<file path="src/rtl/rfe_pkg.sv">
package rfe_pkg;
    localparam logic [31:0] CMD_FILL = 32'h0000_0411;
    localparam int XW    = 11;
    localparam int YW    = 10;
    localparam int X_LSB = 19;
    localparam int Y_LSB = 3;
    localparam logic [7:0] GREY_MID = 8'hC0;
    localparam logic [7:0] SEL_MID  = 8'd7;

    typedef enum logic [1:0] {
        S_IDLE,
        S_DECODE,
        S_FILL,
        S_FINISH
    } fill_state_t;
endpackage

</file>
<file path="src/rtl/rfe_decode.sv">
module rfe_decode
    import rfe_pkg::*;
#(
    parameter int FB_W     = 1280,
    parameter int FB_H     = 1024,
    parameter int PIX_BITS = 24
) (
    input  logic [31:0]         lw,
    input  logic [31:0]         attr,
    input  logic [31:0]         va,
    input  logic [31:0]         vb,
    output logic [XW-1:0]       x_start,
    output logic [XW-1:0]       x2_clamped,
    output logic [XW-1:0]       col_end,
    output logic [YW-1:0]       y_start,
    output logic [YW:0]         row_end,
    output logic [YW-1:0]       y_last,
    output logic                has_pixels,
    output logic [PIX_BITS-1:0] colour
);
    logic [31:0]          a_off, b_off;
    logic [XW-1:0]        x2_raw;
    logic [YW-1:0]        y2_raw;
    logic signed [XW+1:0] span;
    logic [32:0]          lw_inc;
    logic [32:0]          row_sum;
    logic [YW:0]          row_end_m1;

    always_comb begin
        a_off      = va - lw;
        b_off      = vb - lw;
        x_start    = a_off[X_LSB +: XW];
        y_start    = a_off[Y_LSB +: YW];
        x2_raw     = b_off[X_LSB +: XW];
        y2_raw     = b_off[Y_LSB +: YW];

        span       = $signed({2'b00, x2_raw}) - $signed({2'b00, x_start});
        x2_clamped = (span > $signed((XW+2)'(FB_W))) ? XW'(FB_W) : x2_raw;
        col_end    = (x2_clamped > XW'(FB_W)) ? XW'(FB_W) : x2_clamped;

        lw_inc     = {1'b0, lw} + 33'd1;
        row_sum    = {{(33-YW){1'b0}}, y2_raw} + {2'b00, lw_inc[32:2]};
        row_end    = (row_sum > 33'(FB_H)) ? (YW+1)'(FB_H) : row_sum[YW:0];
        row_end_m1 = row_end - (YW+1)'(1);
        y_last     = row_end_m1[YW-1:0];

        has_pixels = (col_end > x_start) && (row_end > {1'b0, y_start});
    end

    generate
        if (PIX_BITS == 24) begin : g_grey24
            always_comb begin
                unique case (attr[23:16])
                    8'd0:    colour = '0;
                    SEL_MID: colour = {3{GREY_MID}};
                    default: colour = '1;
                endcase
            end
        end else begin : g_direct
            assign colour = attr[PIX_BITS-1:0];
        end
    endgenerate
endmodule

</file>
<file path="src/rtl/rfe_scan.sv">
module rfe_scan
    import rfe_pkg::*;
#(
    parameter int FB_W   = 1280,
    parameter int FB_H   = 1024,
    parameter int ADDR_W = 21
) (
    input  logic              clk,
    input  logic              rst_n,
    input  logic              load,
    input  logic              step,
    input  logic [XW-1:0]     x_start,
    input  logic [XW-1:0]     col_end,
    input  logic [YW-1:0]     y_start,
    input  logic [YW:0]       row_end,
    output logic [ADDR_W-1:0] addr,
    output logic              last
);
    logic [XW-1:0] col_q;
    logic [YW-1:0] row_q;
    logic          row_wrap;

    assign row_wrap = (col_q + XW'(1)) == col_end;
    assign last     = row_wrap && (({1'b0, row_q} + (YW+1)'(1)) == row_end);
    assign addr     = ADDR_W'(row_q) * ADDR_W'(FB_W) + ADDR_W'(col_q);

    always_ff @(posedge clk or negedge rst_n) begin
        if (!rst_n) begin
            col_q <= '0;
            row_q <= '0;
        end else if (load) begin
            col_q <= x_start;
            row_q <= y_start;
        end else if (step) begin
            if (row_wrap) begin
                col_q <= x_start;
                row_q <= row_q + YW'(1);
            end else begin
                col_q <= col_q + XW'(1);
            end
        end
    end

    AST_COL_IN_RANGE: assert property (@(posedge clk) disable iff (!rst_n)
        step |-> (col_q < col_end) && (col_q < XW'(FB_W)));
    AST_ROW_IN_RANGE: assert property (@(posedge clk) disable iff (!rst_n)
        step |-> ({1'b0, row_q} < row_end) && ({1'b0, row_q} < (YW+1)'(FB_H)));
endmodule

</file>
<file path="src/rtl/rfe_dirty.sv">
module rfe_dirty
    import rfe_pkg::*;
(
    input  logic          clk,
    input  logic          rst_n,
    input  logic          upd,
    input  logic          rows_touched,
    input  logic [XW-1:0] x_new,
    input  logic [XW-1:0] x2_new,
    input  logic [YW-1:0] y_new,
    input  logic [YW-1:0] y_last,
    output logic [XW-1:0] x_lo,
    output logic [XW-1:0] x_hi,
    output logic [YW-1:0] y_lo,
    output logic [YW-1:0] y_hi
);
    always_ff @(posedge clk or negedge rst_n) begin
        if (!rst_n) begin
            x_lo <= '1;
            x_hi <= '0;
            y_lo <= '1;
            y_hi <= '0;
        end else if (upd) begin
            if (x_new < x_lo)  x_lo <= x_new;
            if (x2_new > x_hi) x_hi <= x2_new;
            if (rows_touched) begin
                if (y_new < y_lo)  y_lo <= y_new;
                if (y_last > y_hi) y_hi <= y_last;
            end
        end
    end

    AST_BOX_ONLY_GROWS: assert property (@(posedge clk) disable iff (!rst_n)
        upd |=> (x_lo <= $past(x_lo)) && (x_hi >= $past(x_hi))
                && (y_lo <= $past(y_lo)) && (y_hi >= $past(y_hi)));
    AST_BOX_HOLDS: assert property (@(posedge clk) disable iff (!rst_n)
        !upd |=> $stable(x_lo) && $stable(x_hi) && $stable(y_lo) && $stable(y_hi));
endmodule

</file>
<file path="src/rtl/rect_fill_engine.sv">
module rect_fill_engine
    import rfe_pkg::*;
#(
    parameter int FB_W     = 1280,
    parameter int FB_H     = 1024,
    parameter int PIX_BITS = 24,
    localparam int ADDR_W  = $clog2(FB_W * FB_H)
) (
    input  logic                clk,
    input  logic                rst_n,
    input  logic                start,
    input  logic [31:0]         cmd_word,
    input  logic [31:0]         width_word,
    input  logic [31:0]         attr_word,
    input  logic [31:0]         vtx_a_word,
    input  logic [31:0]         vtx_b_word,
    output logic                busy,
    output logic                done,
    output logic                wr_en,
    output logic [ADDR_W-1:0]   wr_addr,
    output logic [PIX_BITS-1:0] wr_data,
    output logic [XW-1:0]       dirty_x_lo,
    output logic [XW-1:0]       dirty_x_hi,
    output logic [YW-1:0]       dirty_y_lo,
    output logic [YW-1:0]       dirty_y_hi
);
    fill_state_t state_q, state_d;
    logic [31:0] lw_q, attr_q, va_q, vb_q;
    logic        accept;

    logic [XW-1:0] x_start, x2_clamped, col_end;
    logic [YW-1:0] y_start, y_last;
    logic [YW:0]   row_end;
    logic          has_pixels;
    logic          scan_last;

    assign accept = (state_q == S_IDLE) && start && (cmd_word == CMD_FILL);

    always_ff @(posedge clk or negedge rst_n) begin
        if (!rst_n) begin
            lw_q   <= '0;
            attr_q <= '0;
            va_q   <= '0;
            vb_q   <= '0;
        end else if (accept) begin
            lw_q   <= width_word;
            attr_q <= attr_word;
            va_q   <= vtx_a_word;
            vb_q   <= vtx_b_word;
        end
    end

    rfe_decode #(.FB_W(FB_W), .FB_H(FB_H), .PIX_BITS(PIX_BITS)) u_decode (
        .lw         (lw_q),
        .attr       (attr_q),
        .va         (va_q),
        .vb         (vb_q),
        .x_start    (x_start),
        .x2_clamped (x2_clamped),
        .col_end    (col_end),
        .y_start    (y_start),
        .row_end    (row_end),
        .y_last     (y_last),
        .has_pixels (has_pixels),
        .colour     (wr_data)
    );

    rfe_scan #(.FB_W(FB_W), .FB_H(FB_H), .ADDR_W(ADDR_W)) u_scan (
        .clk     (clk),
        .rst_n   (rst_n),
        .load    (state_q == S_DECODE),
        .step    (wr_en),
        .x_start (x_start),
        .col_end (col_end),
        .y_start (y_start),
        .row_end (row_end),
        .addr    (wr_addr),
        .last    (scan_last)
    );

    rfe_dirty u_dirty (
        .clk          (clk),
        .rst_n        (rst_n),
        .upd          (state_q == S_DECODE),
        .rows_touched (has_pixels),
        .x_new        (x_start),
        .x2_new       (x2_clamped),
        .y_new        (y_start),
        .y_last       (y_last),
        .x_lo         (dirty_x_lo),
        .x_hi         (dirty_x_hi),
        .y_lo         (dirty_y_lo),
        .y_hi         (dirty_y_hi)
    );

    always_ff @(posedge clk or negedge rst_n) begin
        if (!rst_n) state_q <= S_IDLE;
        else        state_q <= state_d;
    end

    always_comb begin
        state_d = state_q;
        unique case (state_q)
            S_IDLE:   if (accept) state_d = S_DECODE;
            S_DECODE: state_d = has_pixels ? S_FILL : S_FINISH;
            S_FILL:   if (scan_last) state_d = S_FINISH;
            S_FINISH: state_d = S_IDLE;
            default:  state_d = S_IDLE;
        endcase
    end

    always_comb begin
        busy  = (state_q != S_IDLE);
        wr_en = (state_q == S_FILL);
        done  = (state_q == S_FINISH);
    end

    AST_IGNORE_OTHER_CMD: assert property (@(posedge clk) disable iff (!rst_n)
        (!busy && start && cmd_word != CMD_FILL) |=> !busy && !wr_en);
    AST_ADDR_ASCENDS: assert property (@(posedge clk) disable iff (!rst_n)
        (wr_en && $past(wr_en)) |-> (wr_addr > $past(wr_addr)));
    AST_ADDR_IN_FB: assert property (@(posedge clk) disable iff (!rst_n)
        wr_en |-> (wr_addr < ADDR_W'(FB_W * FB_H)));
    AST_COLOUR_HOLD: assert property (@(posedge clk) disable iff (!rst_n)
        (wr_en && $past(wr_en)) |-> $stable(wr_data));
    AST_DONE_PULSE: assert property (@(posedge clk) disable iff (!rst_n)
        done |=> !done && !busy);
endmodule

</file>
<file path="config.mk">
export PLATFORM = sky130hd
export DESIGN_NAME = rect_fill_engine
export DESIGN_NICKNAME = d
export VERILOG_FILES = /design/src/rtl/rfe_pkg.sv /design/src/rtl/rfe_decode.sv /design/src/rtl/rfe_scan.sv /design/src/rtl/rfe_dirty.sv /design/src/rtl/rect_fill_engine.sv
export SDC_FILE = /design/constraint.sdc
export NUM_CORES = 1
export LEC_CHECK = 0
export BUFFER_PORTS_ARGS = -buffer_cell sky130_fd_sc_hd__buf_2
export CELL_PAD_IN_SITES_DETAIL_PLACEMENT = 0
export CELL_PAD_IN_SITES_GLOBAL_PLACEMENT = 2
export CORE_ASPECT_RATIO = 0.5
export CORE_MARGIN = 2
export CORE_UTILIZATION = 35
export DETAILED_ROUTE_END_ITERATION = 6
export PLACE_DENSITY = 0.88
export SETUP_SLACK_MARGIN = 0.4
export SYNTH_ARGS = -nofsm -noshare
export SYNTH_HDL_FRONTEND = slang
export SYNTH_SLANG_ARGS = --single-unit
</file>
<file path="constraint.sdc">
create_clock -name clk -period 10.49 [get_ports clk]
set_clock_uncertainty 0.05 [all_clocks]
set_input_delay 1.5735 -clock clk [delete_from_list [all_inputs] [get_ports clk]]
set_output_delay 1.5735 -clock clk [all_outputs]
set_load 0.05 [all_outputs]
</file>
### Word level (Yosys, flattened, before mapping)

Cells that the tools add are included.

* $add $sub $neg: 10
* multipliers: 1
* order comparisons: 9
* eq/ne operators: 9
* muxes and demuxes: 14
* reductions and logical operators: 15

Operators by type and width (number)
* 11-bit two-way mux: 6
* 30-bit subtractor: 2
* 24-bit one-hot mux with 2 select lines: 1
* 32-bit by 1-bit adder with 33-bit output, second input constant: 1
* 33-bit by 11-bit greater-than comparator with 1-bit output, second input constant: 1
* 10-bit by 31-bit adder with 32-bit output: 1
* 32-bit by 11-bit == test with 1-bit output, second input constant: 1
* 10-bit two-way mux: 3
* 11-bit == test: 2
* 11-bit greater-than comparator: 2
* 21-bit by 11-bit adder with 21-bit output: 1
* 13-bit by 12-bit greater-than comparator with 1-bit output, second input constant: 1
* 10-bit by 3-bit multiplier with 13-bit output, second input constant: 1
* 11-bit by 11-bit subtractor with 12-bit output: 1
* 10-bit by 1-bit adder with 11-bit output, second input constant: 1
* 11-bit by 1-bit adder with 11-bit output, second input constant: 1
* 11-bit by 10-bit greater-than comparator with 1-bit output: 1
* 11-bit greater-than comparator, second input constant: 1
* 11-bit < comparator: 1
* 10-bit by 1-bit adder with 10-bit output, second input constant: 1
* 10-bit greater-than comparator: 1
* 10-bit < comparator: 1
* 10-bit by 1-bit subtractor with 10-bit output, second input constant: 1
* 8-bit by 3-bit == test with 1-bit output, second input constant: 1
* other kinds (13): 24

* register bits after elaboration: 181
* bits of input ports: 163
* logic and storage cells: 69

### Longest topological paths before layout

Gate-level depths: netlist of the first run.

* word-level depth: 10
* depth in mapped cells: 42

### Modules after synthesis

A second synthesis of the first run with hierarchy kept.

* cell total of the unflattened synthesis: 1636
* area total of the unflattened synthesis: 15846.4 um^2

Modules (own cells, without submodules)
* rfe_decode: instances 1, cells an instance 787, area each 5569.1 um^2, seq. area each 0.0 um^2
* rect_fill_engine: instances 1, cells an instance 301, area each 5089.9 um^2, seq. area each 3253.1 um^2
* rfe_scan: instances 1, cells an instance 320, area each 2598.7 um^2, seq. area each 525.5 um^2
* rfe_dirty: instances 1, cells an instance 228, area each 2588.7 um^2, seq. area each 1077.3 um^2

### Least setup slack after synthesis of the first run

OpenSTA, ideal clock, no wires.

* kind: register to register
* start point: register lw_q[2]
* end point: register u_dirty.x_hi[10]
* setup time: 130 ps
* data arrival time: 7086 ps
* data required time: 10310 ps
* path slack: 3224 ps
* stages on the path, launching flop included: 43
* buffers on the path: 3
* clock period less this slack: 7266 ps
* path through: dfrtp_1 -> inv_1 -> ha_1 -> a21oi_1 -> o21ai_2 -> a211oi_4 -> o31a_2 -> nor2b_1 -> nor2_1 -> xor2_1 -> inv_1 -> ha_1 -> a21o_1 -> a21oi_1 -> nor2b_1 -> mux2i_1 -> a31oi_2 -> maj3_2 -> [7 not listed] -> ha_1 -> nor2b_1 -> o21a_1 -> o21ai_0 -> nand2b_1 -> a21oi_1 -> nor2b_1 -> o21ai_0 -> nand2b_1 -> a21oi_1 -> nor2b_1 -> o21ai_0 -> nand2b_1 -> a21oi_1 -> nor2_1 -> buf_1 -> nand2_1 -> o21ai_0

* word-level cells in the longest chain between the ends: 6
* elaborated cells between the ends (all ways): 7
* classes of those cells: add/sub (3); order compare (2); mux (1); reduce/logical (1)

Ends and longest elaborated chain
* start: declaration: RTL line rect_fill_engine.sv:28 `logic [31:0] lw_q, attr_q, va_q, vb_q;`
* start signal: assignment: RTL line rect_fill_engine.sv:46 `lw_q <= width_word;`
* 30-bit subtractor (on tied branches): RTL line rfe_decode.sv:31, rfe_decode.sv:30
* 11-bit by 11-bit subtractor with 12-bit output: RTL line rfe_decode.sv:37 `span = $signed({2'b00, x2_raw}) - $signed({2'b00, x_start});`
* 13-bit by 12-bit greater-than comparator with 1-bit output: RTL line rfe_decode.sv:38 `x2_clamped = (span > $signed((XW+2)'(FB_W))) ? XW'(FB_W) : x2_raw;`
* 11-bit two-way mux (*): RTL line rfe_decode.sv:38
* via u_decode.x2_clamped[1]: RTL line rfe_decode.sv:13 `output logic [XW-1:0] x2_clamped,`
* 11-bit greater-than comparator (*): RTL line rfe_dirty.sv:25 `if (x2_new > x_hi) x_hi <= x2_new;`
* 2-bit AND reduction (no source line) (*)
* end signal: assignment: RTL line rfe_dirty.sv:25
* end: declaration: RTL line rfe_dirty.sv:13 `output logic [XW-1:0] x_hi,`

The timed path passes the listed nets; every way through them passes the cells marked *.
A chain may end at the register's enable or synchronous reset.

### Final worst setup path of the first run

* start point: register lw_q[13]
* end point: register u_dirty.y_hi[8]

* word-level cells in the longest chain between the ends: 9
* elaborated cells between the ends (all ways): 17
* classes of those cells: add/sub (6); order compare (6); mux (3); reduce/logical (2)

Ends and longest elaborated chain
* 30-bit subtractor (*): RTL line rfe_decode.sv:30 `a_off = va - lw;`
* via u_decode.a_off[20]: RTL line rfe_decode.sv:21 `logic [31:0] a_off, b_off;`
* 11-bit by 11-bit subtractor with 12-bit output: RTL line rfe_decode.sv:37
* 13-bit by 12-bit greater-than comparator with 1-bit output: RTL line rfe_decode.sv:38
* 11-bit two-way mux: RTL line rfe_decode.sv:38
* 11-bit greater-than comparator: RTL line rfe_decode.sv:39 `col_end = (x2_clamped > XW'(FB_W)) ? XW'(FB_W) : x2_clamped;`
* 11-bit two-way mux: RTL line rfe_decode.sv:39
* 11-bit greater-than comparator (*): RTL line rfe_decode.sv:47 `has_pixels = (col_end > x_start) && (row_end > {1'b0, y_start});`
* 1-bit logical AND (*): RTL line rfe_decode.sv:47
* 3-bit AND reduction (no source line) (*)
* end signal: assignment: RTL line rfe_dirty.sv:28 `if (y_last > y_hi) y_hi <= y_last;`
* end: declaration: RTL line rfe_dirty.sv:15 `output logic [YW-1:0] y_hi`

Marked as above.

==> summary by stage, run 1 <==
Yosys
For this run, the register share of the synthesized area comes to 27.81%. The post-synthesis instance area is 14940 sq um. The synthesized design contains 165 register bits. The share of flip-flops with an asynchronous set or reset is 100.0%.

The synthesized design contains 0 enable-type register cells. The warning count from the yosys run is 0. The most used flip-flop cell after synthesis is dfrtp_1.

The average instance in the mapped netlist occupies 8.948 sq um. Counting every net in the synthesized netlist gives 1998. The number of different library cells used by synthesis comes to 107.

The cell count after synthesis came out at 1670.

Floorplan
The die covers 44460 sq um. The width of the chip is 296.2 microns. The total number of placement rows is 53. The total I/O pin count is 253. The initial utilization of the core area, before any placement, comes to 35.54%. The floorplan core area is 42040 sq um. The vertical extent of the die is 150.1 microns.

Timing
The worst path setup slack after routing is 1519 ps. The number of hold violations in the final report is 0. The clock period minus final worst setup slack is 8971 ps.

The achievable clock frequency is 0.1115 GHz. Setup repair after global routing left no endpoint under its margin. For the pin with the worst max-slew slack, the measured transition is 1031 ps.

The total negative setup slack is 0 ps. The max-slew violation total from the final report is 0. Setup violations remaining at the end of the flow were counted as 0. The worst relative slew slack is 30.77%. The share of the clock period used by the worst path is 85.52%.

Worst setup path
At the worst endpoint, the required time is 10800 ps. The worst-path cell with the longest stage delay is and3_1. The critical path arrival is 9280 ps. The largest delay contributor family on the critical path is compound AO/OA/AOI/OAI gates.

Of all nets on the critical path, the largest fanout is 10. The type of destination of the critical path is a flop. The kind of start point of the critical path is a flop.

The number of buffer and inverter instances along the worst setup path is 2. The largest single stage delay on the critical path is 720 ps. The critical path in this run is classified as flop to flop. The most repeated library cell on the critical path is ha_1.

Run
The count of maximum capacitance violations is 0.

Placed design
The setup slack at placement is 1650 ps. Routability-driven placement finished with a final weighted congestion of 0.9122. The number of input and output port buffers inserted is 224. The number of instances in the placed design is 2409. The HPWL after detailed placement is 34.78 mm.

Detailed routing
The mean routed wirelength per cell is 17.72 microns. The DRC violation count after routing is 0. The first detailed-routing pass took 5 iterations. For this block, the initial DRC count from the detailed router was 825. The via count is 12.85k. The final layout contains routed wiring with a total length of 43.26 mm. The count of nets left with antenna violations once routing finished came out at 0. The average vias per placed instance is 5.262.

GRT
The largest net degree at the start of global routing is 103. The via count of the first global-routing pass is 12.20k. For this run, the total global-route usage over all layers was measured as 19.64%.

The remaining global-route overflow is 0. The first-pass GRT wire length is 67.63 mm. The initial antenna violation count came to 0.

Cells and area
After filler insertion, the fill cell instance count of the layout stands at 4323. The fraction of the core area covered by cells at the end of the flow is 40.57%. The synthesis-to-layout area growth is 14.13%. The count of inserted antenna diode cells is 0. The number of standard cells in the final layout excluding fillers is 2441. At the end of the flow, the number of nets in the layout was 2179. The fraction of final layout cells with drive strength greater than 1 is 22.96%.

Clock tree
The number of clock sinks is 165. The later-pin clock latency in the skew report is 470 ps. The number of H-tree levels is 4.

Once the clock tree was built, the setup fixing pass inserted 0 buffers. The total clock buffers created by CTS is 17. The maximum root-to-sink buffer count is 2. In this run the clock root is driven by a clkbuf_16.

After clock tree synthesis, the clock-pin slew on the worst setup and hold paths is 70 ps. The quantity of gates resized following cts is 0. TritonCTS built the clock tree. Hold repair after CTS inserted 0 buffers.

Power and ir drop
The maximum VDD drop is 0.0001186 V. The standby leakage power is 8.532 nW. The design draws 1.329 mW. The total power density per cell area is 77.91 nW/um^2.

Outcome
The flow ran to the end, and the final reports show no timing, DRC or antenna violations.

Hold path
The tightest min-delay check is of the flop to flop type.
per-layer routing:
| layer | vias up | routed length (microns) | GRT usage, % |
|---|---|---|---|
| met5 | - | 0 | 0 |
| met4 | 0 | 562 | 4.419 |
| met3 | 37 | 1870 | 3.218 |
| met2 | 255 | 19240 | 30.57 |
| met1 | 6208 | 21590 | 28.42 |
| li1 | 6345 | - | - |
layout by cell type (no fill, tap or decap), types with 10 or more instances in the layout:
master     count
or3_1         12
nor2_1        93
and4_1        10
o21a_1        17
dfstp_2       21
mux2i_1       35
nor3_1        40
xnor2_1       81
nand4_1       20
o21ai_0       87
xor2_1        36
a31oi_1       14
nor2b_1       31
buf_4         13
inv_1        139
o21ai_1       11
nand2b_1      25
mux2_4        11
clkbuf_16     17
o211ai_1      12
buf_2        223
dfrtp_1      144
a21o_1        35
nand2_1      137
mux2_2        74
ha_1         161
a211oi_1      14
nor4_1        12
and3_1        19
a21oi_1       72
nand3_1       48
worst register-to-register path, delay by kind of cell, from the launching register on:
family	cells	cell delay, ps
compound gates	11	2680
xor+xnor	2	900
fa+ha+maj	5	1600
buf+inv	2	500
flops	1	440
mux	2	630
simple gates	10	2050
state kept, by name, summed over array words and instances, names as in the netlist, 10 cells and up:
name,cells
u_dirty.y_lo,10
vb_q,30
u_dirty.y_hi,10
va_q,30
u_scan.row_q,10
u_dirty.x_lo,11
lw_q,32
u_scan.col_q,11
u_dirty.x_hi,11
final cells by class:
class	count	area, sq um	area share [%]
inverters	142	538.0	3.155
well taps	577	721.9	4.233
repair buffers	237	1225	7.182
multi-input cells	1288	9827	57.62
clock buffers	17	425.4	2.494
clock inverters	15	162.7	0.9537
flip-flops and latches	165	4155	24.36
power by group:
part,total (mW),switching (mW),internal (mW)
Combinational,0.0394,0.0208,0.0186
Sequential,0.636,0.00000450,0.636
Clock,0.653,0.315,0.338
Total,1.33,0.336,0.993
cells by family after synthesis:
kind of cell	share of synthesized area (%)
buf+inv	6.464
fa+ha+maj	14.33
simple gates	17.96
mux	9.026
flops	27.81
xor+xnor	7.368
compound gates	17.05
through the flow:
step / cell area, sq um / hold slack, ps
final: 17060 / 450.3
after global placement: 16470 / 432.6
after detailed placement: 16470 / 438.4
after global routing: 17060 / 466.2
after floorplan: 14940 / 421.6
after CTS: 17060 / 454.0
worst paths after layout:
path / startpoint / end / slack, ps / cells past startpoint
max: lw_q[13] / u_dirty.y_hi[8] / 1520 / 32
min: attr_q[22] / attr_q[22] / 450 / 1
max reg2reg: lw_q[13] / u_dirty.y_hi[8] / 1520 / 32
min reg2reg: attr_q[22] / attr_q[22] / 450 / 1
max in group asynchronous: rst_n / u_scan.col_q[3] / 7810 / 2
min in group asynchronous: rst_n / va_q[7] / 1110 / 1
cell usage after synthesis, types with 7 or more instances:
master | n | share of area [%]
o21ai_0 | 89 | 3.0
buf_4 | 34 | 1.7
nand2b_1 | 25 | 1.0
nor3_1 | 41 | 1.4
and2_1 | 8 | 0.33
nor4_1 | 12 | 0.50
nand2_1 | 137 | 3.4
mux2i_1 | 35 | 2.3
nor3b_1 | 8 | 0.40
nor2_1 | 93 | 2.3
o21ai_1 | 9 | 0.30
mux2_4 | 11 | 1.1
mux2_2 | 74 | 5.6
dfrtp_1 | 144 | 24
o21bai_1 | 9 | 0.45
nand4_1 | 20 | 0.84
clkbuf_1 | 34 | 0.85
xor2_1 | 36 | 2.1
o211ai_1 | 12 | 0.60
and3_1 | 19 | 0.80
o31ai_1 | 7 | 0.35
nand3_1 | 48 | 1.6
a21o_1 | 35 | 1.8
a222oi_1 | 8 | 0.54
or3_1 | 12 | 0.50
o21a_1 | 17 | 0.85
a31oi_1 | 14 | 0.59
ha_1 | 161 | 13
and4_1 | 10 | 0.59
a21oi_1 | 72 | 2.4
inv_1 | 139 | 3.5
xnor2_1 | 81 | 4.7
dfstp_2 | 21 | 3.7
nor2b_1 | 31 | 1.3
a211oi_1 | 14 | 0.70
Note: power is estimated with default switching activity, not from simulation.
==> run 2, diff against run 1 <==
--- a/config.mk
+++ b/config.mk
@@ -10,9 +10,9 @@
 export CELL_PAD_IN_SITES_GLOBAL_PLACEMENT = 2
 export CORE_ASPECT_RATIO = 0.5
 export CORE_MARGIN = 2
-export CORE_UTILIZATION = 35
+export CORE_UTILIZATION = 38
 export DETAILED_ROUTE_END_ITERATION = 6
-export PLACE_DENSITY = 0.88
+export PLACE_DENSITY = 0.94
 export SETUP_SLACK_MARGIN = 0.4
 export SYNTH_ARGS = -nofsm -noshare
 export SYNTH_HDL_FRONTEND = slang
==> constraint.sdc (replaced) <==
create_clock -name clk -period 10.4 [get_ports clk]
set_clock_uncertainty 0.05 [all_clocks]
set_input_delay 1.56 -clock clk [delete_from_list [all_inputs] [get_ports clk]]
set_output_delay 1.56 -clock clk [all_outputs]
set_load 0.05 [all_outputs]
==> summary by stage, run 2 (synthesis results as in run 1) <==
Worst setup path
The number of buffer and inverter instances along the worst setup path is 4. In this run the worst setup path begins at lw_q[14]. The largest delay contributor family on the critical path is compound AO/OA/AOI/OAI gates.

The startpoint of the most critical register-to-register path is lw_q[14]. The maximum fanout along the worst path is 10. The critical path arrival is 9110 ps.

The number of cells on the worst reg-to-reg path is 30. The type of the worst setup path is flop to flop. In this run the critical register-to-register path is captured at u_dirty.y_lo[0]. The worst-path cell with the longest stage delay is nand3_1. The worst setup path is launched from a flop. The worst register-to-register path has a setup slack of 1630 ps. The required time at the worst-slack endpoint is 10740 ps. The worst setup path is captured at a flop. The worst stage delay on the critical path is 630 ps.

Clock tree
Counting along the longest clock path gives a buffer depth of 2. The total clock buffers created by CTS is 17. The number of H-tree levels is 4. The clock root buffer is clkbuf_16. The later-pin clock latency in the skew report is 470 ps.

The number of clock sinks is 165. The clock-pin slew reported for the worst setup and hold paths after clock tree synthesis is 80 ps. The number of setup buffers added after CTS is 0. In this run, post-CTS hold repair placed 0 buffers. TritonCTS built the clock tree. After clock tree synthesis, the repair step resized 0 gates.

Cells and area
After filler insertion, the fill cell instance count of the layout stands at 3885. The fraction of final layout cells with drive strength greater than 1 is 23.00%. The area growth from synthesis to layout is 14.12%. In the layout the commonest cells are buf_2, ha_1, dfrtp_1.

The largest registers in the layout are lw_q (32), va_q (30), vb_q (30). The library cell used most frequently in the layout, excluding fill and tap cells, is buf_2. Counting flops per register, the top entry is lw_q. The number of flip-flops in the largest register is 32. The net count reported at finish is 2180. The design area is 17050 sq um.

Detailed routing
Once detail routing completed, the nets flagged for antenna violations numbered 0. The met3 wire length is 1.868 mm. Summed over all layers, the routed wires come to 42.63 mm. The first detailed-routing pass took 7 iterations. After the first detailed-routing iteration, the DRC count stood at 887. The via count is 12.76k. Routed signal wires occupy layers up through met4. The sum of routed wire segments on met1 is 21.60 mm. After detailed routing, the average wire length per cell comes to 17.79 microns. The DRC violation count after routing is 0. The sum of met2 wire segment lengths after detailed routing is 18.72 mm.

Using the TritonRoute via totals, the vias-per-cell ratio works out to 5.322.

Outcome
The flow ran to the end, and the final reports show no timing, DRC or antenna violations.

Floorplan
The total I/O pin count is 253. The total number of placement rows is 51. The width of the chip is 284.4 microns. The area of the die is 41020 sq um. The total area inside the core boundary comes to 38860 sq um. The die is 144.2 microns tall. For this configuration, the core starts out at a cell density of 38.45%.

Placed design
The number of input and output port buffers inserted is 224. Summing all placed instances gives a cell area of 16420 sq um. The half-perimeter wire length after placement is 34.20 mm. The routability-driven placement congestion ratio is 0.8881.

Hold path
Along the worst hold path, the cell count comes to 1. The sink of the worst hold path is va_q[0]. The origin of the worst min-delay path is va_q[0]. The class of the tightest hold or removal check is flop to flop.

GRT
The global-route usage over all layers is 20.88%. The first global-routing pass estimated 67.18 mm of wire. The via count of the first global-routing pass is 11.98k. After global routing the overflow that remains totals 0. Entering global routing, the biggest net connects 83 pins. The initial antenna violation count is 1.

Power and ir drop
The total power density per cell area is 81.30 nW/um^2. The maximum VDD drop is 0.0001143 V. The standby leakage power is 8.560 nW.

Timing
The worst pin sits at a relative slew slack of 32.76%. The setup violation total in the final timing report is 0. The number of hold violations in the final report is 0. The max-slew violation total from the final report was 0.

The pin slew with the least headroom to its limit is 1005 ps. For this run, the top clock speed supported by timing is 0.1140 GHz. The clock period minus final worst setup slack is 8773 ps. For the final routed database, the setup TNS stands at 0 ps. Setup repair after global routing left no endpoint under its margin.

Of the available clock period, the critical path in the final layout requires 84.36%. Hold is met by 451.6 ps.

Run
The count of maximum capacitance violations is 0.
run 2: layout make-up:
cell class | count | area, sq um | share of cell area (%)
Multi-Input combinational cell | 1288 | 9827 | 57.63
Sequential cell | 165 | 4155 | 24.37
Timing Repair Buffer | 238 | 1232 | 7.227
Tap cell | 530 | 663.1 | 3.889
Inverter | 142 | 538.0 | 3.155
Clock buffer | 17 | 425.4 | 2.495
Clock inverter | 15 | 206.4 | 1.211
Antenna cell | 2 | 5.005 | 0.02935
run 2: power breakdown:
| group | switching [mW] | internal (mW) | leakage [nW] | total, mW |
|---|---|---|---|---|
| combinational | 0.0213 | 0.0190 | 6.17 | 0.0404 |
| sequential | 0.00000457 | 0.641 | 2.08 | 0.641 |
| clock | 0.335 | 0.370 | 0.309 | 0.705 |
| total | 0.356 | 1.03 | 8.56 | 1.39 |
run 2: how the worst max path moves through the flow:
stage,end,slack (ps),depth (start not counted)
floorplan,u_dirty.x_hi[10],3130,42
global placement,u_dirty.y_lo[0],1770,30
detailed placement,u_dirty.y_lo[0],1720,30
CTS,u_dirty.y_lo[0],1690,30
global route,u_dirty.y_lo[0],1160,30
finish,u_dirty.y_lo[0],1630,30
run 2: per-layer routing:
metal  global-route usage [%]  vias up
li1                         -     6368
met1                    30.34     6119
met2                    32.48      244
met3                    3.707       27
met4                    4.155        0
met5                        0        -
run 2: through the flow:
stage | power (mW) | worst slack [ps] | cells | util (%)
finish | 1.386 | 1627 | 2397 | 43.88
global route | 1.435 | 1161 | 2395 | 43.87
CTS | 1.405 | 1685 | 2395 | 43.87
detailed placement | 0.6957 | 1724 | 2363 | 42.24
global placement | 0.6951 | 1770 | 2363 | 42.24
floorplan | 0.6553 | 3134 | 1670 | -
